--- src/rtl/pio_pkg.sv ---
package pio_pkg;

   typedef enum logic [1:0] {
      REG_PA  = 2'd0,
      REG_PB  = 2'd1,
      REG_PC  = 2'd2,
      REG_CTL = 2'd3
   } pio_reg_e;

   typedef struct packed {
      logic a_strobed;
      logic a_in;
      logic cu_in;
      logic b_in;
      logic cl_in;
   } pio_cfg_t;

   // Port C positions used by the port A handshake
   localparam int PC_INTR = 3;
   localparam int PC_STB  = 4;
   localparam int PC_IBF  = 5;
   localparam int PC_ACK  = 6;
   localparam int PC_OBF  = 7;

   function automatic pio_cfg_t decode_cfg(input logic [7:0] w);
      pio_cfg_t c;
      c.a_strobed = (w[6:5] == 2'b01);
      c.a_in      = w[4];
      c.cu_in     = w[3];
      c.b_in      = w[1];
      c.cl_in     = w[0];
      return c;
   endfunction

endpackage

--- src/rtl/pio_sync.sv ---
module pio_sync #(
   parameter int W      = 2,
   parameter int STAGES = 2
) (
   input  logic         clk,
   input  logic         rst_n,
   input  logic [W-1:0] d,
   output logic [W-1:0] q,
   output logic [W-1:0] rise,
   output logic [W-1:0] fall
);
   logic [STAGES-1:0][W-1:0] stg;
   logic [W-1:0]             prev;

   generate
      if (STAGES == 1) begin : g_one
         always_ff @(posedge clk or negedge rst_n) begin
            if (!rst_n) stg <= '1;
            else        stg <= d;
         end
      end else begin : g_chain
         always_ff @(posedge clk or negedge rst_n) begin
            if (!rst_n) stg <= '1;
            else        stg <= {stg[STAGES-2:0], d};
         end
      end
   endgenerate

   always_ff @(posedge clk or negedge rst_n) begin
      if (!rst_n) prev <= '1;
      else        prev <= stg[STAGES-1];
   end

   assign q    = stg[STAGES-1];
   assign rise = q & ~prev;
   assign fall = ~q & prev;
endmodule

--- src/rtl/pio_handshake.sv ---
module pio_handshake (
   input  logic       clk,
   input  logic       rst_n,
   input  logic       m1_out,
   input  logic       m1_in,
   input  logic       clr,
   input  logic       wr_a,
   input  logic       rd_start,
   input  logic       rd_end,
   input  logic       ack_fall,
   input  logic       ack_rise,
   input  logic       stb_fall,
   input  logic       stb_rise,
   input  logic       bsr_we,
   input  logic [2:0] bsr_sel,
   input  logic       bsr_val,
   output logic       obf_n,
   output logic       ibf,
   output logic       intr,
   output logic       inte_out,
   output logic       inte_in
);
   import pio_pkg::*;

   always_ff @(posedge clk or negedge rst_n) begin
      if (!rst_n) begin
         obf_n    <= 1'b1;
         ibf      <= 1'b0;
         intr     <= 1'b0;
         inte_out <= 1'b0;
         inte_in  <= 1'b0;
      end else if (clr) begin
         obf_n    <= 1'b1;
         ibf      <= 1'b0;
         intr     <= 1'b0;
         inte_out <= 1'b0;
         inte_in  <= 1'b0;
      end else begin
         if (bsr_we && m1_out && bsr_sel == 3'(PC_ACK)) inte_out <= bsr_val;
         if (bsr_we && m1_in  && bsr_sel == 3'(PC_STB)) inte_in  <= bsr_val;
         if (m1_out) begin
            if (wr_a) begin
               obf_n <= 1'b0;
               intr  <= 1'b0;
            end else begin
               if (ack_fall)             obf_n <= 1'b1;
               if (ack_rise && inte_out) intr  <= 1'b1;
            end
         end
         if (m1_in) begin
            if (stb_fall)    ibf <= 1'b1;
            else if (rd_end) ibf <= 1'b0;
            if (stb_rise && inte_in && ibf) intr <= 1'b1;
            else if (rd_start)              intr <= 1'b0;
         end
      end
   end

   p_obf_on_write_r5: assert property (@(posedge clk) disable iff (!rst_n)
      (m1_out && wr_a && !clr) |=> !obf_n);
   p_obf_release_r6: assert property (@(posedge clk) disable iff (!rst_n)
      (m1_out && ack_fall && !wr_a) |=> obf_n);
   p_intr_gated_r6: assert property (@(posedge clk) disable iff (!rst_n)
      ($rose(intr) && $past(m1_out)) |-> ($past(ack_rise) && $past(inte_out)));
   p_ibf_on_stb_r7: assert property (@(posedge clk) disable iff (!rst_n)
      (m1_in && stb_fall && !clr) |=> ibf);
   p_intr_rd_clr_r8: assert property (@(posedge clk) disable iff (!rst_n)
      (m1_in && rd_start && !stb_rise) |=> !intr);
   p_clear_all_r2: assert property (@(posedge clk) disable iff (!rst_n)
      clr |=> (obf_n && !ibf && !intr && !inte_out && !inte_in));
endmodule

--- src/rtl/pio_port.sv ---
module pio_port #(
   parameter int         SYNC_STAGES = 2,
   parameter logic [7:0] RESET_WORD  = 8'h9B
) (
   input  logic       clk,
   input  logic       rst_n,
   input  logic       bus_sel,
   input  logic       bus_rd,
   input  logic       bus_wr,
   input  logic [1:0] bus_addr,
   input  logic [7:0] bus_wdata,
   output logic [7:0] bus_rdata,
   input  logic [7:0] pa_in,
   output logic [7:0] pa_out,
   output logic       pa_oe,
   input  logic [7:0] pb_in,
   output logic [7:0] pb_out,
   output logic       pb_oe,
   input  logic [7:0] pc_in,
   output logic [7:0] pc_out,
   output logic [7:0] pc_oe
);
   import pio_pkg::*;

   localparam int HS_W = 2;

   generate
      if (SYNC_STAGES < 1) begin : g_bad_sync
         $error("SYNC_STAGES must be at least 1");
      end
      if (RESET_WORD[7] != 1'b1) begin : g_bad_reset
         $error("RESET_WORD must be a configuration word");
      end
   endgenerate

   pio_cfg_t   cfg;
   logic [7:0] pa_lat, pb_lat, pc_lat, pa_hold;
   logic       wr_ctl, cfg_we, bsr_we;
   logic       m1_out, m1_in, rd_a, rd_a_q;
   logic       obf_n, ibf, intr, inte_out, inte_in;
   logic [HS_W-1:0] hs_q, hs_rise, hs_fall;

   assign wr_ctl = bus_sel && bus_wr && bus_addr == REG_CTL;
   assign cfg_we = wr_ctl && bus_wdata[7];
   assign bsr_we = wr_ctl && !bus_wdata[7];
   assign m1_out = cfg.a_strobed && !cfg.a_in;
   assign m1_in  = cfg.a_strobed && cfg.a_in;
   assign rd_a   = bus_sel && bus_rd && bus_addr == REG_PA;

   always_ff @(posedge clk or negedge rst_n) begin
      if (!rst_n) begin
         cfg    <= decode_cfg(RESET_WORD);
         pa_lat <= '0;
         pb_lat <= '0;
         pc_lat <= '0;
         rd_a_q <= 1'b0;
      end else begin
         rd_a_q <= rd_a;
         if (cfg_we) begin
            cfg    <= decode_cfg(bus_wdata);
            pa_lat <= '0;
            pb_lat <= '0;
            pc_lat <= '0;
         end else if (bus_sel && bus_wr) begin
            if (bus_addr == REG_PA) pa_lat <= bus_wdata;
            if (bus_addr == REG_PB) pb_lat <= bus_wdata;
            if (bus_addr == REG_PC) pc_lat <= bus_wdata;
            if (bsr_we)             pc_lat[bus_wdata[3:1]] <= bus_wdata[0];
         end
      end
   end

   always_ff @(posedge clk or negedge rst_n) begin
      if (!rst_n)                      pa_hold <= '0;
      else if (cfg_we)                 pa_hold <= '0;
      else if (m1_in && hs_fall[0])    pa_hold <= pa_in;
   end

   // bit 1 = acknowledge (PC6), bit 0 = strobe (PC4)
   pio_sync #(.W(HS_W), .STAGES(SYNC_STAGES)) u_sync (
      .clk  (clk),
      .rst_n(rst_n),
      .d    ({pc_in[PC_ACK], pc_in[PC_STB]}),
      .q    (hs_q),
      .rise (hs_rise),
      .fall (hs_fall)
   );

   pio_handshake u_hs (
      .clk     (clk),
      .rst_n   (rst_n),
      .m1_out  (m1_out),
      .m1_in   (m1_in),
      .clr     (cfg_we),
      .wr_a    (bus_sel && bus_wr && bus_addr == REG_PA),
      .rd_start(rd_a && !rd_a_q),
      .rd_end  (!rd_a && rd_a_q),
      .ack_fall(hs_fall[1]),
      .ack_rise(hs_rise[1]),
      .stb_fall(hs_fall[0]),
      .stb_rise(hs_rise[0]),
      .bsr_we  (bsr_we),
      .bsr_sel (bus_wdata[3:1]),
      .bsr_val (bus_wdata[0]),
      .obf_n   (obf_n),
      .ibf     (ibf),
      .intr    (intr),
      .inte_out(inte_out),
      .inte_in (inte_in)
   );

   assign pa_out = pa_lat;
   assign pa_oe  = !cfg.a_in;
   assign pb_out = pb_lat;
   assign pb_oe  = !cfg.b_in;

   always_comb begin
      pc_out = pc_lat;
      pc_oe  = {{4{!cfg.cu_in}}, {4{!cfg.cl_in}}};
      if (m1_out) begin
         pc_oe[PC_OBF]   = 1'b1;
         pc_out[PC_OBF]  = obf_n;
         pc_oe[PC_ACK]   = 1'b0;
         pc_oe[PC_INTR]  = 1'b1;
         pc_out[PC_INTR] = intr;
      end
      if (m1_in) begin
         pc_oe[PC_STB]   = 1'b0;
         pc_oe[PC_IBF]   = 1'b1;
         pc_out[PC_IBF]  = ibf;
         pc_oe[PC_INTR]  = 1'b1;
         pc_out[PC_INTR] = intr;
      end
   end

   logic [7:0] pc_rd;
   always_comb begin
      pc_rd = (pc_oe & pc_out) | (~pc_oe & pc_in);
      if (m1_out) pc_rd[PC_ACK] = inte_out;
      if (m1_in)  pc_rd[PC_STB] = inte_in;
   end

   always_comb begin
      bus_rdata = '0;
      if (bus_sel && bus_rd) begin
         case (bus_addr)
            REG_PA:  bus_rdata = m1_in ? pa_hold : (cfg.a_in ? pa_in : pa_lat);
            REG_PB:  bus_rdata = cfg.b_in ? pb_in : pb_lat;
            REG_PC:  bus_rdata = pc_rd;
            default: bus_rdata = '0;
         endcase
      end
   end

   p_bsr_one_bit_r4: assert property (@(posedge clk) disable iff (!rst_n)
      bsr_we |=> (((pc_lat ^ $past(pc_lat)) & ~(8'd1 << $past(bus_wdata[3:1]))) == 8'd0));
   p_strobed_out_drives_r5: assert property (@(posedge clk) disable iff (!rst_n)
      m1_out |-> (pa_oe && pc_oe[PC_OBF] && !pc_oe[PC_ACK]));
endmodule

--- config.mk ---
export PLATFORM = sky130hd
export DESIGN_NAME = pio_port
export DESIGN_NICKNAME = d
export VERILOG_FILES = /design/src/rtl/pio_pkg.sv /design/src/rtl/pio_sync.sv /design/src/rtl/pio_handshake.sv /design/src/rtl/pio_port.sv
export SDC_FILE = /design/constraint.sdc
export NUM_CORES = 1
export LEC_CHECK = 0
export ABC_AREA = 0
export BUFFER_PORTS_ARGS = -buffer_cell sky130_fd_sc_hd__buf_2
export CAP_MARGIN = 10
export CELL_PAD_IN_SITES_DETAIL_PLACEMENT = 1
export CELL_PAD_IN_SITES_GLOBAL_PLACEMENT = 2
export CORE_MARGIN = 1.5
export CORE_UTILIZATION = 33
export DETAILED_ROUTE_END_ITERATION = 8
export HOLD_SLACK_MARGIN = 0.03
export PLACE_DENSITY = 0.92
export SETUP_SLACK_MARGIN = 0.02
export SLEW_MARGIN = 10
export SYNTH_ARGS = -nofsm -noshare
export SYNTH_HDL_FRONTEND = slang
export SYNTH_SLANG_ARGS = --single-unit
--- constraint.sdc ---
create_clock -name clk -period 4.4 [get_ports clk]
set_input_delay 0.66 -clock clk [delete_from_list [all_inputs] [get_ports clk]]
set_output_delay 0.66 -clock clk [all_outputs]
set_load 0.01 [all_outputs]
==> flow_summary.json <==
{
  "grt_pass1_wl_um": 14350,
  "nFillCells": 1042,
  "remaining_drc_errors": 0,
  "cts_root_buffer": "clkbuf_8",
  "skew_ns": 0.007371,
  "numPortBuffers": 80,
  "syn_nets": 352,
  "setup_viol": 0,
  "synth-seq-cells": 49,
  "setup_ws_ns": 1.395,
  "holdCritPathClass": "reg2reg",
  "synth_edf_count": 0,
  "drt_wl_total_um": 9288,
  "cts-resized-gates": 0,
  "final_common_cell": "buf_2",
  "cp_num_buf_inv": 2,
  "min_period_ns": 3.005,
  "crit_path_cell_trace": "buf_2 > nor2b_1 > o211ai_1 > a31oi_1 > buf_2",
  "cp-end-kind": "primary output",
  "cts.htree.levels": 2,
  "cts.sinks": 49,
  "antenna_found_initial": 0,
  "power_density_nw_per_um2": 407.3,
  "irDropWorstVdd_uv": 142.4,
  "vias": 2640,
  "required_ns": 3.74,
  "grt_max_degree": 50,
  "pre_cts_ws_ns": 1.447,
  "vias_per_cell": 5.489,
  "grt_pass1_vias": 2635,
  "gr-total-overflow": 0,
  "yosysSeqAreaShare": 0.4312,
  "p_leak_nw": 1.555,
  "synth_cell_types": 42,
  "die_w_um": 96.34,
  "dp_cells": 473,
  "cts_setup_buffers": 0,
  "fmax_mhz": 332.7,
  "areaGrowthSynthToFinish_pct": 17.36,
  "status": "complete, no violations",
  "worstMarginPinSlew_ns": 1.046,
  "ys_async_sr_fraction": 1.000,
  "critPathSlowestCell": "nor2b_1",
  "crit_arrival_ns": 2.35,
  "synth-main-ff-cell": "dfrtp_1",
  "die_h_um": 96.34,
  "gp_congestion": 0.8311,
  "period_share": 0.6830,
  "insertion_delay_ns": 0.31,
  "finalPower_w": 0.001375,
  "cp_slowest_stage_delay_ns": 0.87,
  "cp_max_fo": 13,
  "fin_cells": 481,
  "routedWlPerCell_um": 19.31,
  "crit_family": "simple AND/OR/NAND/NOR gates",
  "layout.nets": 414,
  "antenna_left": 0,
  "drive_gt1_frac": 0.3165,
  "finalSetupTns_ns": 0,
  "yosys_warnings": 0,
  "whs_ns": 0.3615,
  "hold_violations": 0,
  "synth.cell_area_sq_um": 2875,
  "path_class": "in2out",
  "core_area_sq_um": 8341,
  "path_clk_slew_ns": 0.09,
  "track_usage": 0.2070,
  "num_rows": 33,
  "cpMostUsedCell": "buf_2",
  "cts_tree": "done",
  "clockBufferDepth": 2,
  "rsz0062_at_grt": "no",
  "numCtsBuffers": 5,
  "io_pins": 81,
  "drv_slew": 0,
  "synth_cells": 313,
  "critPathLaunchType": "input pin",
  "die-area_sq_um": 9281,
  "dp_hpwl_um": 7022,
  "drt_iter0_drc": 140,
  "ctsHoldBuffers": 0,
  "slew_headroom": 0.3010,
  "dr.pass1.iters": 5,
  "postSynthAreaPerCell_sq_um": 9.186,
  "start_util": 0.3447,
  "layout_common_cells": "buf_2, nand2_1, dfrtp_1",
  "drv_cap": 0,
  "antenna_cells": 0
}
-- synth_stat cells, types with 7 or more instances --
library cell,instances,area share
a21oi_1,28,0.049
a22o_1,8,0.024
buf_2,11,0.019
buf_4,10,0.026
dfrtp_1,38,0.33
dfstp_2,11,0.10
mux2_2,8,0.031
mux2i_1,26,0.091
nand2_1,64,0.084
nor2_1,16,0.021
nor3_1,7,0.012
o211ai_1,7,0.018
-- cells by family after synthesis --
logic type	count (synthesis)	synth area share
buffers and inverters	33	0.06353
muxes	35	0.1258
DFF	49	0.4312
and+or+nand+nor	125	0.2189
AOI/OAI and AO/OA	71	0.1606
-- per-stage QoR --
step           utilization  cell area (sq um)
2_1_floorplan            -               2875
3_3_place_gp        0.3914               3264
3_5_place_dp        0.3914               3264
4_1_cts             0.4046               3374
5_1_grt             0.4046               3374
6_report            0.4046               3374
-- final timing paths --
path	cells past startpoint	startpoint	endpoint	slack (ns)
max in group asynchronous	2	rst_n	pc_lat[6]	3.51
min reg2reg	0	u_sync.stg[1]	u_sync.q[1]	0.36
max reg2reg	4	cfg[4]	pa_hold[4]	2.26
max	5	bus_addr[1]	bus_rdata[4]	1.39
min in group asynchronous	2	rst_n	pa_hold[4]	0.45
min	0	u_sync.stg[1]	u_sync.q[1]	0.36
-- state kept, by name (all words and copies together), names as in the netlist, 2 cells and up --
register and flops:
pa_out 8, cfg 5, pb_out 8, u_sync.stg 2
pa_hold 8, u_sync.q 2, u_sync.prev 2, pc_lat 8
-- power by group --
| part | total [W] | switching, W | internal, W |
|---|---|---|---|
| Combinational | 0.000388 | 0.000208 | 0.000180 |
| Clock | 0.000329 | 0.000161 | 0.000168 |
| Sequential | 0.000657 | 0.000111 | 0.000547 |
| Total | 0.00137 | 0.000480 | 0.000895 |
-- layout make-up --
| cell class | count | area [sq um] | share of cell area |
|---|---|---|---|
| clock inverters | 3 | 41.29 | 0.01224 |
| multi-input cells | 231 | 1455 | 0.4312 |
| flip-flops and latches | 49 | 1240 | 0.3674 |
| repair buffers | 82 | 415.4 | 0.1231 |
| clock buffers | 5 | 68.82 | 0.02039 |
| inverters | 6 | 22.52 | 0.006674 |
| well taps | 105 | 131.4 | 0.03893 |
-- layer usage --
metal  GRT usage  up-vias  routed length (um)
li1            -     1228                   -
met1      0.2954     1322                4252
met2      0.3392       85                4507
met3     0.02449        5                 468
met4     0.03744        0                  60
met5           0        -                   0
(Power assumes the default switching activity.)
